==> config.mk <==
export PLATFORM = sky130hd
export DESIGN_NAME = clkdiv_banks
export DESIGN_NICKNAME = d
export VERILOG_FILES = /design/src/rtl/clkdiv_pkg.sv /design/src/rtl/clkdiv_cfg.sv /design/src/rtl/clkdiv_counter.sv /design/src/rtl/clkdiv_fanout.sv /design/src/rtl/clkdiv_banks.sv
export SDC_FILE = /design/constraint.sdc
export NUM_CORES = 1
export LEC_CHECK = 0
export ABC_AREA = 1
export BUFFER_PORTS_ARGS = -buffer_cell sky130_fd_sc_hd__buf_2
export CORE_UTILIZATION = 29
export CTS_CLUSTER_DIAMETER = 30
export DETAILED_ROUTE_END_ITERATION = 12
export SLEW_MARGIN = 25
export SYNTH_ARGS = -nofsm -noshare
export SYNTH_HDL_FRONTEND = slang
export SYNTH_HIERARCHICAL = 1
export SYNTH_SLANG_ARGS = --single-unit
export TNS_END_PERCENT = 100
==> constraint.sdc <==
create_clock -name clk -period 1.75 [get_ports clk]
set_clock_uncertainty 0.1 [all_clocks]
set_input_delay 0.525 -clock clk [delete_from_list [all_inputs] [get_ports clk]]
set_output_delay 0.525 -clock clk [all_outputs]
set_load 0.02 [all_outputs]
==> src/rtl/clkdiv_pkg.sv <==
package clkdiv_pkg;

    // Width of a half-period count; largest half period is 20 source cycles.
    localparam int HALF_W = 5;

    typedef enum logic [1:0] {
        BANK_A  = 2'd0,
        BANK_B  = 2'd1,
        BANK_C  = 2'd2,
        BANK_FB = 2'd3
    } bank_e;

    // Raw select inputs as seen at the block edge.
    typedef struct packed {
        logic       pre_half;
        logic [1:0] sel_a;
        logic [1:0] sel_b;
        logic [1:0] sel_c;
        logic [2:0] sel_fb;
    } sel_t;

    // Captured half-period counts, one per divider.
    typedef struct packed {
        logic [HALF_W-1:0] half_a;
        logic [HALF_W-1:0] half_b;
        logic [HALF_W-1:0] half_c;
        logic [HALF_W-1:0] half_fb;
    } cfg_t;

    // Half of the division ratio for one divider, including the pre-scale.
    function automatic logic [HALF_W-1:0] half_count(bank_e bank, logic [2:0] code, logic pre);
        logic [HALF_W-1:0] base;
        base = '0;
        case (bank)
            BANK_A: begin
                case (code[1:0])
                    2'b00:   base = HALF_W'(2);
                    2'b01:   base = HALF_W'(3);
                    2'b10:   base = HALF_W'(4);
                    default: base = HALF_W'(6);
                endcase
            end
            BANK_B: begin
                case (code[1:0])
                    2'b00:   base = HALF_W'(2);
                    2'b01:   base = HALF_W'(3);
                    2'b10:   base = HALF_W'(4);
                    default: base = HALF_W'(5);
                endcase
            end
            BANK_C: begin
                base = HALF_W'(code[1:0]) + HALF_W'(1);
            end
            default: begin
                case (code)
                    3'b000:  base = HALF_W'(2);
                    3'b001:  base = HALF_W'(3);
                    3'b010:  base = HALF_W'(4);
                    3'b011:  base = HALF_W'(5);
                    3'b100:  base = HALF_W'(4);
                    3'b101:  base = HALF_W'(6);
                    3'b110:  base = HALF_W'(8);
                    default: base = HALF_W'(10);
                endcase
            end
        endcase
        return pre ? HALF_W'(base << 1) : base;
    endfunction

endpackage

==> src/rtl/clkdiv_cfg.sv <==
module clkdiv_cfg
    import clkdiv_pkg::*;
(
    input  logic clk,
    input  logic rst,
    input  sel_t sel,
    output cfg_t cfg
);

    cfg_t cfg_next;

    always_comb begin
        cfg_next.half_a  = half_count(BANK_A,  {1'b0, sel.sel_a}, sel.pre_half);
        cfg_next.half_b  = half_count(BANK_B,  {1'b0, sel.sel_b}, sel.pre_half);
        cfg_next.half_c  = half_count(BANK_C,  {1'b0, sel.sel_c}, sel.pre_half);
        cfg_next.half_fb = half_count(BANK_FB, sel.sel_fb,        sel.pre_half);
    end

    // Selects are captured only while reset is held.
    always_ff @(posedge clk) begin
        if (rst) begin
            cfg <= cfg_next;
        end
    end

endmodule

==> src/rtl/clkdiv_counter.sv <==
module clkdiv_counter #(
    parameter int HALF_W = 5
) (
    input  logic              clk,
    input  logic              rst,
    input  logic [HALF_W-1:0] half,
    output logic              active,
    output logic              clk_out
);

    logic [HALF_W-1:0] cnt;
    logic              phase;

    always_ff @(posedge clk) begin
        if (rst) begin
            active <= 1'b0;
            cnt    <= '0;
            phase  <= 1'b0;
        end else if (!active) begin
            active <= 1'b1;
        end else if (cnt == half - HALF_W'(1)) begin
            cnt   <= '0;
            phase <= ~phase;
        end else begin
            cnt <= cnt + HALF_W'(1);
        end
    end

    assign clk_out = active & ~phase;

endmodule

==> src/rtl/clkdiv_fanout.sv <==
module clkdiv_fanout #(
    parameter int BANK_W    = 4,
    parameter bit INV_UPPER = 1'b0
) (
    input  logic              active,
    input  logic              raw,
    input  logic              inphase,
    output logic [BANK_W-1:0] q
);

    localparam int LOW_W = BANK_W / 2;

    for (genvar i = 0; i < BANK_W; i++) begin : g_out
        if (INV_UPPER && i >= LOW_W) begin : g_inv
            assign q[i] = active & (raw ^ ~inphase);
        end else begin : g_pass
            assign q[i] = raw;
        end
    end

endmodule

==> src/rtl/clkdiv_banks.sv <==
module clkdiv_banks
    import clkdiv_pkg::*;
#(
    parameter int BANK_W = 4,
    parameter int CNT_W  = HALF_W
) (
    input  logic              clk,
    input  logic              rst,
    input  logic              pre_half,
    input  logic [1:0]        sel_a,
    input  logic [1:0]        sel_b,
    input  logic [1:0]        sel_c,
    input  logic [2:0]        sel_fb,
    input  logic              c_inphase,
    output logic [BANK_W-1:0] q_a,
    output logic [BANK_W-1:0] q_b,
    output logic [BANK_W-1:0] q_c,
    output logic              q_fb
);

    localparam int NDIV = 4;

    sel_t sel_in;
    cfg_t cfg_q;

    logic [CNT_W-1:0] half_v [NDIV];
    logic [NDIV-1:0]  act_v;
    logic [NDIV-1:0]  raw_v;

    assign sel_in.pre_half = pre_half;
    assign sel_in.sel_a    = sel_a;
    assign sel_in.sel_b    = sel_b;
    assign sel_in.sel_c    = sel_c;
    assign sel_in.sel_fb   = sel_fb;

    clkdiv_cfg u_cfg (
        .clk (clk),
        .rst (rst),
        .sel (sel_in),
        .cfg (cfg_q)
    );

    assign half_v[BANK_A]  = CNT_W'(cfg_q.half_a);
    assign half_v[BANK_B]  = CNT_W'(cfg_q.half_b);
    assign half_v[BANK_C]  = CNT_W'(cfg_q.half_c);
    assign half_v[BANK_FB] = CNT_W'(cfg_q.half_fb);

    for (genvar d = 0; d < NDIV; d++) begin : g_div
        clkdiv_counter #(.HALF_W(CNT_W)) u_cnt (
            .clk     (clk),
            .rst     (rst),
            .half    (half_v[d]),
            .active  (act_v[d]),
            .clk_out (raw_v[d])
        );
    end

    clkdiv_fanout #(.BANK_W(BANK_W), .INV_UPPER(1'b0)) u_fan_a (
        .active  (act_v[BANK_A]),
        .raw     (raw_v[BANK_A]),
        .inphase (1'b1),
        .q       (q_a)
    );

    clkdiv_fanout #(.BANK_W(BANK_W), .INV_UPPER(1'b0)) u_fan_b (
        .active  (act_v[BANK_B]),
        .raw     (raw_v[BANK_B]),
        .inphase (1'b1),
        .q       (q_b)
    );

    clkdiv_fanout #(.BANK_W(BANK_W), .INV_UPPER(1'b1)) u_fan_c (
        .active  (act_v[BANK_C]),
        .raw     (raw_v[BANK_C]),
        .inphase (c_inphase),
        .q       (q_c)
    );

    assign q_fb = raw_v[BANK_FB];

endmodule

# Yosys cells after proc, flatten, opt, wreduce, memory -nomap -nowiden
# Cells that the tools add are included.
op_classes:
  muxes: 12
  reduce_logical: 8
  n_addsub: 9
  n_bitwise: 11
  n_eq_ne: 14
ops:
  columns: ["op", "count"]
  rows:
  - ["two-way mux 5 bit", 6]
  - ["case mux 4 bit (6 select lines)", 1]
  - ["adder 5 x 1 -> 5 bit (second input constant)", 4]
  - ["equality test 5 bit", 4]
  - ["subtractor 5 x 1 -> 5 bit (second input constant)", 4]
  - ["case mux 3 bit (3 select lines)", 2]
  - ["equality test 3 bit (second input constant)", 3]
  - ["two-way mux 4 bit", 2]
  - ["AND reduction 2 bit", 4]
  - ["equality test 3 x 2 -> 1 bit (second input constant)", 2]
  - ["AND 1 bit", 5]
  - ["NOT 1 bit", 5]
  - ["equality test 2 x 1 -> 1 bit (second input constant)", 2]
  - ["equality test 2 bit (second input constant)", 2]
  - ["zero test 2 bit", 2]
  - ["adder 2 x 1 -> 3 bit (second input constant)", 1]
  - ["equality test 3 x 1 -> 1 bit (second input constant)", 1]
  - ["zero test 3 bit", 1]
  - ["OR reduction 2 bit", 1]
  - ["two-way mux 1 bit", 1]
  - ["XOR 1 bit", 1]
word_totals:
  regBits: 45
  inputBits: 13

# Longest topological paths before layout
logic_depth:
  ltp_word: 4
  mapped_depth: 11
  mapped_depth_nobuf: 11

# Cells and area by module
# The synthesis kept the hierarchy.
by_module_without_submodules:
  columns: ["mod", "cells_each", "area_each_um2", "n_inst"]
  rows:
  - ["clkdiv_counter", 79, 520.5, 4]
  - ["clkdiv_cfg", 72, 790.8, 1]
  - ["clkdiv_fanout (u_fan_a ...)", 4, 30.0, 2]
  - ["clkdiv_fanout (u_fan_c)", 8, 41.3, 1]
  - ["clkdiv_banks", 1, 3.8, 1]

# Worst setup path after synthesis
# OpenSTA, ideal clock, no wires.
synth_path:
  kind: "flip-flop to output port"
  from: "register g_div[2].u_cnt.active"
  to: "output port q_c[3]"
  stages_incl_launch_ff: 9
  required_time_ns: 1.125
  t_arrival_ns: 1.300
  path_slack_ns: -0.175
  path_cell_list: "dfxtp_1 > buf_4 > inv_2 > nor2_1 > inv_1 > nand2_1 > nand2_1 > nor2_1 > buf_4"
synth_between:
  elab_chain_cells: 3
synth_lines:
  columns: ["item", "line", "source"]
  rows:
  - ["start, declared", "clkdiv_counter.sv:7", "output logic active,"]
  - ["start signal, assigned", "clkdiv_counter.sv:16", "active <= 1'b0;"]
  - ["start signal, assigned", "clkdiv_counter.sv:20", "active <= 1'b1;"]
  - ["AND 1 bit", "clkdiv_counter.sv:29", "assign clk_out = active & ~phase;"]
  - ["via raw_v[2]", "clkdiv_banks.sv:28", "logic [NDIV-1:0] raw_v;"]
  - ["XOR 1 bit", null, null]
  - ["AND 1 bit", null, null]
  - ["end, declared", "clkdiv_banks.sv:17", "output logic [BANK_W-1:0] q_c,"]
# The timed path passes the listed nets, and every way through them passes these cells.

# Worst setup path in the final report
layout_path:
  from: "register g_div[2].u_cnt.active"
  to: "output port q_c[2]"
layout_between:
  elab_chain_cells: 3
layout_lines:
  columns: ["item", "line", "source"]
  rows:
  - ["AND 1 bit", "clkdiv_counter.sv:29", null]
  - ["XOR 1 bit", "clkdiv_fanout.sv:15", "assign q[i] = active & (raw ^ ~inphase);"]
  - ["AND 1 bit *", "clkdiv_fanout.sv:15", null]
# Every way passes the cells marked *; elsewhere a longest branch is shown, timed or not.

==> results.md <==
- R2R Path End: g_div[2].u_cnt/cnt[0]$_SDFFE_PP0P_
- DIE AREA: 10700 sq um
- Clk sinks: between 40 and 50
- NetSw: 0.697 mW
- Core Footprint: 9860 sq um
- Hold-fix buffers, CTS: 0
- Hpwl dp: 3770 um
- Setup tns final: 0 ps
- RSZ-0062 raised after global routing: true
- Number of global-route vias before repair: 2147
- Tightest Hold Check Type: flip-flop to flip-flop
- Largest net degree at the start of global routing: 16
- Clk slew on worst S/H paths: 80 ps
- Seq pwr share: 0.520
- Setup WS pre-CTS: around 100 ps
- First-pass GRT wire length: 8530 um
- Crit path required time: about 1100 ps
- # diodes: 0
- R2r worst-path depth: 10
- CTS tree: done
- PD cells: 709 nW/um^2
- Hold slack final: 425 ps
- GRT Overall Usage: 0.100
- Std cell rows: 36
- CP Capture Type: output port
- Root Driver: clkbuf_8
- WL per Instance: 8.47 um
- Antenna-violating nets left: 0
- WP data arrival: ~1100 ps
- Worst min-delay path startpoint: g_div[1].u_cnt/phase$_SDFFE_PP0P_
- CP max stage delay: 330 ps
- Status: finished clean
- R2R Path Start: u_cfg/cfg[5]$_SDFFCE_PP0P_
- Sw frac: 0.297
- NumNets Final: 453
- Fin. Hold Viols: 0
- I/O Buffers: 25
- Area Overhead vs Synth: 11.5%
- Cell area after synthesis: slightly below 3000 sq um
- Post-Syn Instances: a little over 400
- H-tree depth: 2
- Max cap viols: 0
- CTS Buf Count: 5
- Initial antenna violation count: 0
- End of the worst hold path: g_div[1].u_cnt/phase$_SDFFE_PP0P_
- Syn Area/Cell: 7.36 sq um
- Critical path class: flip-flop to output port
- Minimum clock period: 1750 ps
- Share of cells above drive strength 1: 0.281
- Fill count: 1061
- Maximum fanout along the worst path: 2
- DRC: 0
- Die Y-Extent: 103 um
- Grt ovf: 0
- First-pass iteration count of the detailed router: 4
- Max Clk Rate: 573 MHz
- Pint: roughly 1.7 mW
- Max clock buf depth: 2
- Clk network pwr share: 0.259
- Comb power frac: 0.222
- FF-to-FF setup slack: approximately 120 ps
- Die width: 103 um
- Clk_lat worst skew: between 200 and 300 ps
- Peak supply drop: 0.000303 V
- Critical path's slowest cell: dfxtp_2
- Setup ws final: about 4.8 ps
- Multi-input gate area: 1560 sq um
- Max-slew violation count: 0
- I/O Pins: 26
- Hold path cells: 2
- # setup viols final: 0
- First DRT Iteration DRCs: 63
- Via Count: ~2300
- Synth warnings: 6
- Initial core utilization: 0.301
- Vias/cell: 4.08
- CP Launch Type: flip-flop
- Pleak: 1.55 nW
- Critical path, cell by cell: inv_2 > nor2_4 > inv_2 > nand2_2 > nand2_2 > nor2_4 > buf_6
- Register Area: 1070 sq um
- Finished Core Util: 0.336
- Crit share post-route: 0.997
- Routed WL: 4770 um
- Routability cong.: approximately 0.84
[cell type report]
type	instances	share of cell area
multi-input combinational	285	0.472
inverter	56	0.0634
clock buffer	8	0.0242
timing repair buffer	36	0.0664
sequential	45	0.324
tap	133	0.0502
[routing by layer]
| metal | part of all wire | track usage |
|---|---|---|
| met5 | 0 | 0 |
| met4 | 0.0063 | 0.0260 |
| met3 | 0.027 | 0.0222 |
| met2 | 0.49 | 0.188 |
| met1 | 0.48 | 0.114 |
[through the flow]
stage / std cells / cell area [sq um] / power, mW
2_1_floorplan: 406 / 2990 / 1.67
3_3_place_gp: 552 / 3180 / 1.74
3_5_place_dp: 552 / 3180 / 1.75
4_1_cts: 562 / 3300 / 2.38
5_1_grt: 563 / 3320 / 2.51
6_report: 563 / 3320 / 2.35
[power groups by stage]
stage | Combinational (mW) | Clock, mW | Sequential, mW
2_1_floorplan | 0.438 | 0 | 1.23
3_3_place_gp | 0.497 | 0 | 1.24
3_5_place_dp | 0.508 | 0 | 1.25
4_1_cts | 0.522 | 0.635 | 1.22
5_1_grt | 0.599 | 0.676 | 1.23
6_report | 0.521 | 0.607 | 1.22
[sequential cells by signal (all words and copies together), names as in the netlist]
register	count
u_cfg/cfg	17
g_div.u_cnt/cnt	20
g_div.u_cnt/phase	4
g_div.u_cnt/active	4
[worst max path at each step]
stage / from / endpoint / slack [ps]
2_1_floorplan: g_div[2].u_cnt/active$_DFF_P_ / q_c[3] / 6
6_report: g_div[2].u_cnt/active$_DFF_P_ / q_c[2] / 5
3_3_place_gp: c_inphase / q_c[3] / 110
5_1_grt: g_div[2].u_cnt/active$_DFF_P_ / q_c[2] / -70
4_1_cts: g_div[2].u_cnt/active$_DFF_P_ / q_c[2] / -60
3_5_place_dp: c_inphase / q_c[2] / 100
[worst max-delay path, delay by kind of cell (launching register included)]
family / cells / cell delay (ps)
flops: 1 / 330
buf+inv: 3 / 210
simple gates: 4 / 290
[layout by cell type, fill, tap and decap left out]
cell / instances
edfxtp_1: 17
nor3_1: 4
nand2_4: 4
nor2_1: 40
o21ai_1: 2
conb_1: 3
ha_1: 11
nand2_1: 113
o21ai_0: 1
buf_6: 2
a21oi_2: 1
nand3b_1: 4
nor2_4: 10
xor2_1: 13
nand3_1: 15
a21oi_1: 4
dfxtp_1: 25
clkbuf_8: 5
nand4_1: 8
buf_2: 23
mux2i_1: 4
inv_2: 18
inv_1: 38
xnor2_1: 4
clkbuf_1: 3
dfxtp_2: 3
nor2_2: 22
buf_4: 11
nand2_2: 22
[what timing repair did]
action	CTS	global route
pin swaps	1	1
endpoints found under the setup margin	2	12
buffers inserted	2	1
gates resized for setup	11	3
(Power assumes the default switching activity.)
